`src/rtl/pcnu_pkg.sv`:
```
package pcnu_pkg;

    typedef enum logic [2:0] {
        SRC_INC  = 3'd0,
        SRC_SKIP = 3'd1,
        SRC_PCL  = 3'd2,
        SRC_JMP  = 3'd3,
        SRC_RET  = 3'd4,
        SRC_IRQ  = 3'd5
    } pc_src_t;

    typedef enum logic {
        ST_RUN   = 1'b0,
        ST_FLUSH = 1'b1
    } flow_state_t;

    localparam logic [3:0] VEC_EXT = 4'h4;
    localparam logic [3:0] VEC_TMR = 4'h8;
    localparam logic [3:0] VEC_ADC = 4'hC;
    localparam int         PCL_W   = 8;

endpackage

```
`src/rtl/pcnu_arbiter.sv`:
```
module pcnu_arbiter
    import pcnu_pkg::*;
(
    input  logic       in_bubble,
    input  logic       irq_ext,
    input  logic       irq_tmr,
    input  logic       irq_adc,
    input  logic       ret_req,
    input  logic       jmp_req,
    input  logic       pcl_wr,
    input  logic       skip_req,
    output pc_src_t    src,
    output logic [3:0] vec_lo
);

    logic any_irq;
    logic instr_ok;

    assign any_irq  = irq_ext | irq_tmr | irq_adc;
    assign instr_ok = ~in_bubble;

    always_comb begin
        if (irq_ext)      vec_lo = VEC_EXT;
        else if (irq_tmr) vec_lo = VEC_TMR;
        else              vec_lo = VEC_ADC;
    end

    always_comb begin
        if (any_irq)                   src = SRC_IRQ;
        else if (instr_ok && ret_req)  src = SRC_RET;
        else if (instr_ok && jmp_req)  src = SRC_JMP;
        else if (instr_ok && pcl_wr)   src = SRC_PCL;
        else if (instr_ok && skip_req) src = SRC_SKIP;
        else                           src = SRC_INC;
    end

endmodule

```
`src/rtl/pcnu_addr_calc.sv`:
```
module pcnu_addr_calc
    import pcnu_pkg::*;
#(
    parameter int PC_W = 12
) (
    input  logic [PC_W-1:0] pc,
    input  pc_src_t         src,
    input  logic [3:0]      vec_lo,
    input  logic [PC_W-1:0] ret_addr,
    input  logic [PC_W-1:0] jmp_addr,
    input  logic [7:0]      pcl_wdata,
    output logic [PC_W-1:0] pc_next
);

    localparam int PAGE_W = PC_W - PCL_W;

    logic [PC_W-1:0] page_load;
    logic [PC_W-1:0] vec_addr;

    generate
        if (PAGE_W > 0) begin : g_paged
            assign page_load = {pc[PC_W-1:PCL_W], pcl_wdata};
        end else begin : g_flat
            assign page_load = pcl_wdata[PC_W-1:0];
        end
    endgenerate

    assign vec_addr = {{(PC_W-4){1'b0}}, vec_lo};

    always_comb begin
        unique case (src)
            SRC_IRQ:  pc_next = vec_addr;
            SRC_RET:  pc_next = ret_addr;
            SRC_JMP:  pc_next = jmp_addr;
            SRC_PCL:  pc_next = page_load;
            SRC_SKIP: pc_next = pc + PC_W'(2);
            default:  pc_next = pc + PC_W'(1);
        endcase
    end

endmodule

```
`src/rtl/pcnu_flow_fsm.sv`:
```
module pcnu_flow_fsm
    import pcnu_pkg::*;
(
    input  logic    clk,
    input  logic    rst_n,
    input  logic    cyc_en,
    input  pc_src_t src,
    output logic    in_bubble,
    output logic    flush
);

    flow_state_t state_q, state_d;

    always_ff @(posedge clk) begin
        if (!rst_n) state_q <= ST_RUN;
        else        state_q <= state_d;
    end

    always_comb begin
        state_d = state_q;
        if (cyc_en) begin
            unique case (state_q)
                ST_RUN:   state_d = (src == SRC_INC) ? ST_RUN : ST_FLUSH;
                ST_FLUSH: state_d = (src == SRC_IRQ) ? ST_FLUSH : ST_RUN;
                default:  state_d = ST_RUN;
            endcase
        end
    end

    always_comb begin
        in_bubble = (state_q == ST_FLUSH);
        flush     = (state_q == ST_FLUSH);
    end

    AST_REDIRECT_FLUSH: assert property (@(posedge clk) disable iff (!rst_n)
        (cyc_en && src != SRC_INC) |=> flush);

    AST_BUBBLE_ENDS: assert property (@(posedge clk) disable iff (!rst_n)
        (cyc_en && flush && src != SRC_IRQ) |=> !flush);

endmodule

```
`src/rtl/pc_next_unit.sv`:
```
module pc_next_unit
    import pcnu_pkg::*;
#(
    parameter int PC_W = 12
) (
    input  logic            clk,
    input  logic            rst_n,
    input  logic            cyc_en,
    input  logic            irq_ext,
    input  logic            irq_tmr,
    input  logic            irq_adc,
    input  logic            ret_req,
    input  logic [PC_W-1:0] ret_addr,
    input  logic            jmp_req,
    input  logic [PC_W-1:0] jmp_addr,
    input  logic            pcl_wr,
    input  logic [7:0]      pcl_wdata,
    input  logic            skip_req,
    output logic [PC_W-1:0] fetch_addr,
    output logic [7:0]      pcl_rd,
    output logic            flush
);

    pc_src_t         src;
    logic [3:0]      vec_lo;
    logic            in_bubble;
    logic [PC_W-1:0] pc_q, pc_next;

    pcnu_arbiter u_arb (
        .in_bubble (in_bubble),
        .irq_ext   (irq_ext),
        .irq_tmr   (irq_tmr),
        .irq_adc   (irq_adc),
        .ret_req   (ret_req),
        .jmp_req   (jmp_req),
        .pcl_wr    (pcl_wr),
        .skip_req  (skip_req),
        .src       (src),
        .vec_lo    (vec_lo)
    );

    pcnu_addr_calc #(.PC_W(PC_W)) u_calc (
        .pc        (pc_q),
        .src       (src),
        .vec_lo    (vec_lo),
        .ret_addr  (ret_addr),
        .jmp_addr  (jmp_addr),
        .pcl_wdata (pcl_wdata),
        .pc_next   (pc_next)
    );

    pcnu_flow_fsm u_fsm (
        .clk       (clk),
        .rst_n     (rst_n),
        .cyc_en    (cyc_en),
        .src       (src),
        .in_bubble (in_bubble),
        .flush     (flush)
    );

    always_ff @(posedge clk) begin
        if (!rst_n)      pc_q <= '0;
        else if (cyc_en) pc_q <= pc_next;
    end

    assign fetch_addr = pc_q;
    assign pcl_rd     = pc_q[7:0];

    AST_RESET_ORIGIN: assert property (@(posedge clk)
        !rst_n |=> (fetch_addr == '0 && !flush));

    AST_HOLD_NO_STROBE: assert property (@(posedge clk) disable iff (!rst_n)
        !cyc_en |=> ($stable(fetch_addr) && $stable(flush)));

    AST_INC_STEP: assert property (@(posedge clk) disable iff (!rst_n)
        (cyc_en && src == SRC_INC) |=>
        (fetch_addr == PC_W'($past(fetch_addr) + 1) && !flush));

    AST_PCL_PAGE: assert property (@(posedge clk) disable iff (!rst_n)
        (cyc_en && src == SRC_PCL) |=>
        (fetch_addr[PC_W-1:8] == $past(fetch_addr[PC_W-1:8])));

    AST_RET_LOAD: assert property (@(posedge clk) disable iff (!rst_n)
        (cyc_en && ret_req && !flush && !(irq_ext || irq_tmr || irq_adc)) |=>
        (fetch_addr == $past(ret_addr)));

endmodule

```
`config.mk`:
```
export PLATFORM = sky130hd
export DESIGN_NAME = pc_next_unit
export DESIGN_NICKNAME = d
export VERILOG_FILES = /design/src/rtl/pcnu_pkg.sv /design/src/rtl/pcnu_arbiter.sv /design/src/rtl/pcnu_addr_calc.sv /design/src/rtl/pcnu_flow_fsm.sv /design/src/rtl/pc_next_unit.sv
export SDC_FILE = /design/constraint.sdc
export NUM_CORES = 1
export LEC_CHECK = 0
export CORE_ASPECT_RATIO = 1.75
export CORE_MARGIN = 2
export CORE_UTILIZATION = 47
export DETAILED_ROUTE_END_ITERATION = 8
export DONT_BUFFER_PORTS = 1
export PLACE_DENSITY = 0.73
export RECOVER_POWER = 100
export SLEW_MARGIN = 10
export SYNTH_ARGS = -nofsm -noshare
export SYNTH_HDL_FRONTEND = slang
export SYNTH_SLANG_ARGS = --single-unit
```
`constraint.sdc`:
```
create_clock -name clk -period 2.9 [get_ports clk]
set_clock_uncertainty 0.1 [all_clocks]
set_input_delay 0.435 -clock clk [delete_from_list [all_inputs] [get_ports clk]]
set_output_delay 0.435 -clock clk [all_outputs]
set_load 0.03 [all_outputs]
```
After elaboration in Yosys (flattened, before gate mapping). Cells that the tools add are included. W data, S select, Z words.

Word-level logic and storage cells: 31. Flip-flop bits (word level): 13. Output and inout port bits: 21. Input bits: 42.

Bitwise operators: 4. Reduce and logical (&&, ||, !) cells: 6. Multiplexer cells: 11. $add $sub $neg: 2. Equal/unequal tests: 5.

Operators by type and width (count): $pmux W12 S5 (1); $mux W3 (5); $add A12 B1 Y12 const B (1); $add A12 B2 Y12 const B (1); $eq A3 B2 Y1 const B (2); $eq A3 B3 Y1 const B (2); $logic_and A1 B1 Y1 (4); $mux W4 (1); $eq A3 B1 Y1 const B (1); $logic_not A3 Y1 (1); $mux W1 (3); $not A1 Y1 (2); $or A1 B1 Y1 (2); $pmux W1 S2 (1); $reduce_and A2 Y1 (1).

Longest topological paths before layout.
Depth after elaboration: 10. Depth in mapped cells: 6. Depth with buffers taken out: 6.

Hierarchy. Synthesis repeated with hierarchy kept, for this count alone.

Cells, all modules: 204. Area, all modules: 1551.5 um^2.

By module, submodules not included: pcnu_addr_calc (cells an instance 139, instances 1, area an instance 905.9 um^2, sequential area each 0.0 um^2); pc_next_unit (cells an instance 46, instances 1, area an instance 510.5 um^2, sequential area each 240.2 um^2); pcnu_arbiter (cells an instance 13, instances 1, area an instance 80.1 um^2, sequential area each 0.0 um^2); pcnu_flow_fsm (cells an instance 6, instances 1, area an instance 55.1 um^2, sequential area each 20.0 um^2).

Worst setup path before layout. No wires, ideal clock.

Kind: reg-to-reg. Start point: register pc_q[2], in the netlist fetch_addr[2]. End point: register pc_q[7], in the netlist fetch_addr[7]. Data required time: 2.739 ns. Buffers on the path: 0. Data arrival time: 1.854 ns. Setup time: 0.061 ns. Clock period less this slack: 2.015 ns. Stages on the path, launching flop included: 7. Path slack: 0.885 ns. Cell sequence: dfxtp_1 -> ha_1 -> nand4_1 -> or2_2 -> xor2_1 -> o2111ai_1 -> o2111a_1.

Cells in the longest elaborated chain, start to end: 2. Elaborated cells on any way between the ends: 3. Those cells by class: add/sub (2); mux (1).

Ends and longest elaborated chain: from (decl) (RTL line pc_next_unit.sv:27) `logic [PC_W-1:0] pc_q, pc_next;`; from (signal assigned) (RTL line pc_next_unit.sv:63) `else if (cyc_en) pc_q <= pc_next;`; $add A12 B1 Y12 or $add A12 B2 Y12 (tied branches) (RTL line pcnu_addr_calc.sv:37, pcnu_addr_calc.sv:36); $pmux W12 S5 (*) (RTL line pcnu_addr_calc.sv:31) `unique case (src)`.

Mark *: on every way between the ends. The rest lies on a longest branch, timed or not. A chain may end at the register's enable or synchronous reset.

Worst setup path after layout.
Start point: register pc_q[5], in the netlist fetch_addr[5]. End point: register pc_q[10], in the netlist fetch_addr[10].

The elaborated chain is that of the path after synthesis.

==> qor.yml <==
sta:
  setup-tns-final_ns: 0
  maxSlewViolCount: 0
  grt_setup_unrepaired: "false"
  finalWorstSetupSlack_ns: 0.507
  finalCriticalPeriod_ns: 2.39
  finalHoldViolations: 0
  worstMarginPinSlew_ns: 0.888
  relSlewSlack_pct: 40.8
  hold_slack_ns: 0.174
  post-route-period-util_pct: 82.5
  setup_viol: 0
  fmax_mhz: 418
yosys:
  synth_area_leaders: "dfxtp_1 18%, nand2_1 6.1%, o21ai_0 6.0%"
  yosysUniqueCellTypes: 53
  synthTopCellsByCount: "23 x nand2_1, 17 x o21ai_0, 14 x nor2_1, 13 x dfxtp_1, 11 x a21oi_1"
  synth_xor_area_share_pct: 5.55
  yosysTopAreaCellShare_pct: 18.3
  yosysTopAreaCell: "dfxtp_1"
  async_flop_share_pct: 0
  synthAdderAreaFrac_pct: 1.76
  ys_ff_latch: 13
  yosysMostFrequentCell: "nand2_1"
  ys_warn_count: 0
  syn_nets: 244
  synth_mux_area_share_pct: 2.29
  synthSimpleGateAreaFrac_pct: 28.8
  syn_inst: 200
  synthesis.area_um2: 1420
  synth_compound_area_share_pct: 33.9
  avgSynthCellArea_um2: 7.10
  synth_top_flop_cell: "dfxtp_1"
  synth_edf_count: 0
  seq_area_frac_synth_pct: 18.3
  synth_top_family_by_area: "compound AO/OA/AOI/OAI gates"
finish:
  area_delta_synth_final_pct: 1.85
  fillCellCount: 305
  diodes: 0
  drive_gt1_share_pct: 7.11
  nets: 242
placed_design:
  portBuffers: 0
  pre_cts_ws_ns: 0.668
  dp_hpwl_um: 3580
  place_congestion: 0.911
grt:
  grt_usage_pct: 28.9
  grt_pass1_vias: 1618
  grt_max_degree: 22
  antenna_found_initial: 0
  grt_pass1_wl_um: 7700
  grt_overflow: 0
clock_tree:
  cts_tree: "built"
  cts.reportedPaths.clkPinSlew_ns: 0.06
  cts_sinks: 13
  cts_root_buf: "clkbuf_8"
  insertion_delay_ns: 0.25
  post_cts_buffers: 0
  cts_resized: 0
  clock_path_buffers: 2
  numCtsBuffers: 3
  hold_buffers: 0
  ctsHtreeMaxLevel: 1
die:
  boundaryPins: 63
  die_x_um: 45.6
  die-height_um: 76.7
  core_area_um2: 2900
  num_rows: 26
  start_util_pct: 49.0
  dieArea_um2: 3490
routing:
  drt_wl_total_um: 4740
  first_pass_iters: 5
  vias: 1627
  wl_per_cell_um: 21.1
  drt-initial-drc-count: 130
  drc: 0
  final_antenna_net_count: 0
  vias_per_cell: 7.23
worst_setup_path:
  critPathMaxFanout: 6
  critPathKind: "flip-flop to flip-flop"
  required_ns: 2.97
  start_kind: "flip-flop"
  r2r-start: "fetch_addr[5]"
  slowest_delay_ns: 0.69
  r2r.worst_path.cells: 6
  end_kind: "flip-flop"
  critical_path_arrival_ns: 2.46
  crit_slowest_cell: "clkbuf_1"
  startpoint: "fetch_addr[5]"
  crit_chain: "clkbuf_1 > nand2_1 > nor3_1 > xnor2_1 > o32a_1 > a41oi_1"
power_and_ir_drop:
  vdd.ir_drop.worst_mv: 0.209
  p_leak_nw: 0.467
  p_per_area_nw_per_um2: 354
flow_run:
  cap_violations: 0
min_path:
  hold_path.class: "primary input to flip-flop"
  hold_depth: 1
  hold_path_startpoint: "cyc_en"
outcome:
  status: "complete, no violations"
## metrics by stage
stage / cell area, µm² / util, % / std cells / total power, mW
floorplan: 1420 / - / 200 / 0.325
global placement: 1430 / 49.4 / 221 / 0.339
detailed placement: 1430 / 49.4 / 221 / 0.343
CTS: 1480 / 51.0 / 225 / 0.511
global route: 1450 / 50.0 / 225 / 0.530
finish: 1450 / 50.0 / 225 / 0.512
## critical path, delay by kind of cell (launching register included)
kind | cells | cell delay (ns)
DFF | 1 | 0.41
xor gates and xnor gates | 1 | 0.10
AOI/OAI and AO/OA | 2 | 0.46
buffers and inverters | 1 | 0.69
and+or+nand+nor | 2 | 0.55
## area by class of cell
class / count / area, µm² / share of cell area, %
Inverter: 5 / 18.8 / 1.30
Multi-Input combinational cell: 163 / 1030 / 71.0
Sequential cell: 13 / 260 / 18.0
Tap cell: 28 / 35.0 / 2.42
Timing Repair Buffer: 12 / 60.1 / 4.15
Clock buffer: 4 / 45.0 / 3.11
## kinds of logic (layout without fill, tap and decap cells)
logic type | after synthesis | after routing
AOI/OAI and AO/OA | 70 | 70
adders and majority gates | 2 | 2
DFF | 13 | 13
buffers and inverters | 24 | 21
muxes | 3 | 3
and+or+nand+nor | 79 | 79
xor gates and xnor gates | 9 | 9
## power by group
part           total, mW  switching (mW)  internal, mW
clock              0.172          0.0748        0.0974
combinational      0.128          0.0833        0.0447
sequential         0.211          0.0232         0.188
## registers in the layout, summed over array words and instances, names as in the netlist
signal       cells
u_fsm.flush      1
fetch_addr      12
## metal layers
layer	up-vias	wire length, µm	GRT usage (%)
met5	-	0	0
met2	130	2350	45.9
li1	744	-	-
met1	729	1660	32.0
met3	24	454	6.82
met4	0	274	19.4
## final timing paths
path | slack (ns) | end
worst min-delay path | 0.17 | u_fsm.flush
worst max register to register | 0.51 | fetch_addr[10]
worst min register to register | 0.52 | fetch_addr[3]
worst max-delay path | 0.51 | fetch_addr[10]
## layout by cell type (no fill, tap or decap), types with 3 or more instances in the layout
master,netlist,layout
a21boi_0,3,3
a21o_1,3,3
a21oi_1,11,11
a221oi_1,4,4
a31oi_1,6,6
and3_1,5,5
buf_4,8,4
clkbuf_1,6,9
clkbuf_8,0,3
dfxtp_1,13,13
inv_1,5,5
nand2_1,23,23
nand2b_1,3,3
nand3_1,6,6
nand4_1,4,4
nor2_1,14,14
nor2b_1,5,5
nor3_1,7,7
o211ai_1,3,3
o21ai_0,17,17
o221ai_1,4,4
xnor2_1,3,3
xor2_1,6,6
(Power assumes the default switching activity.)
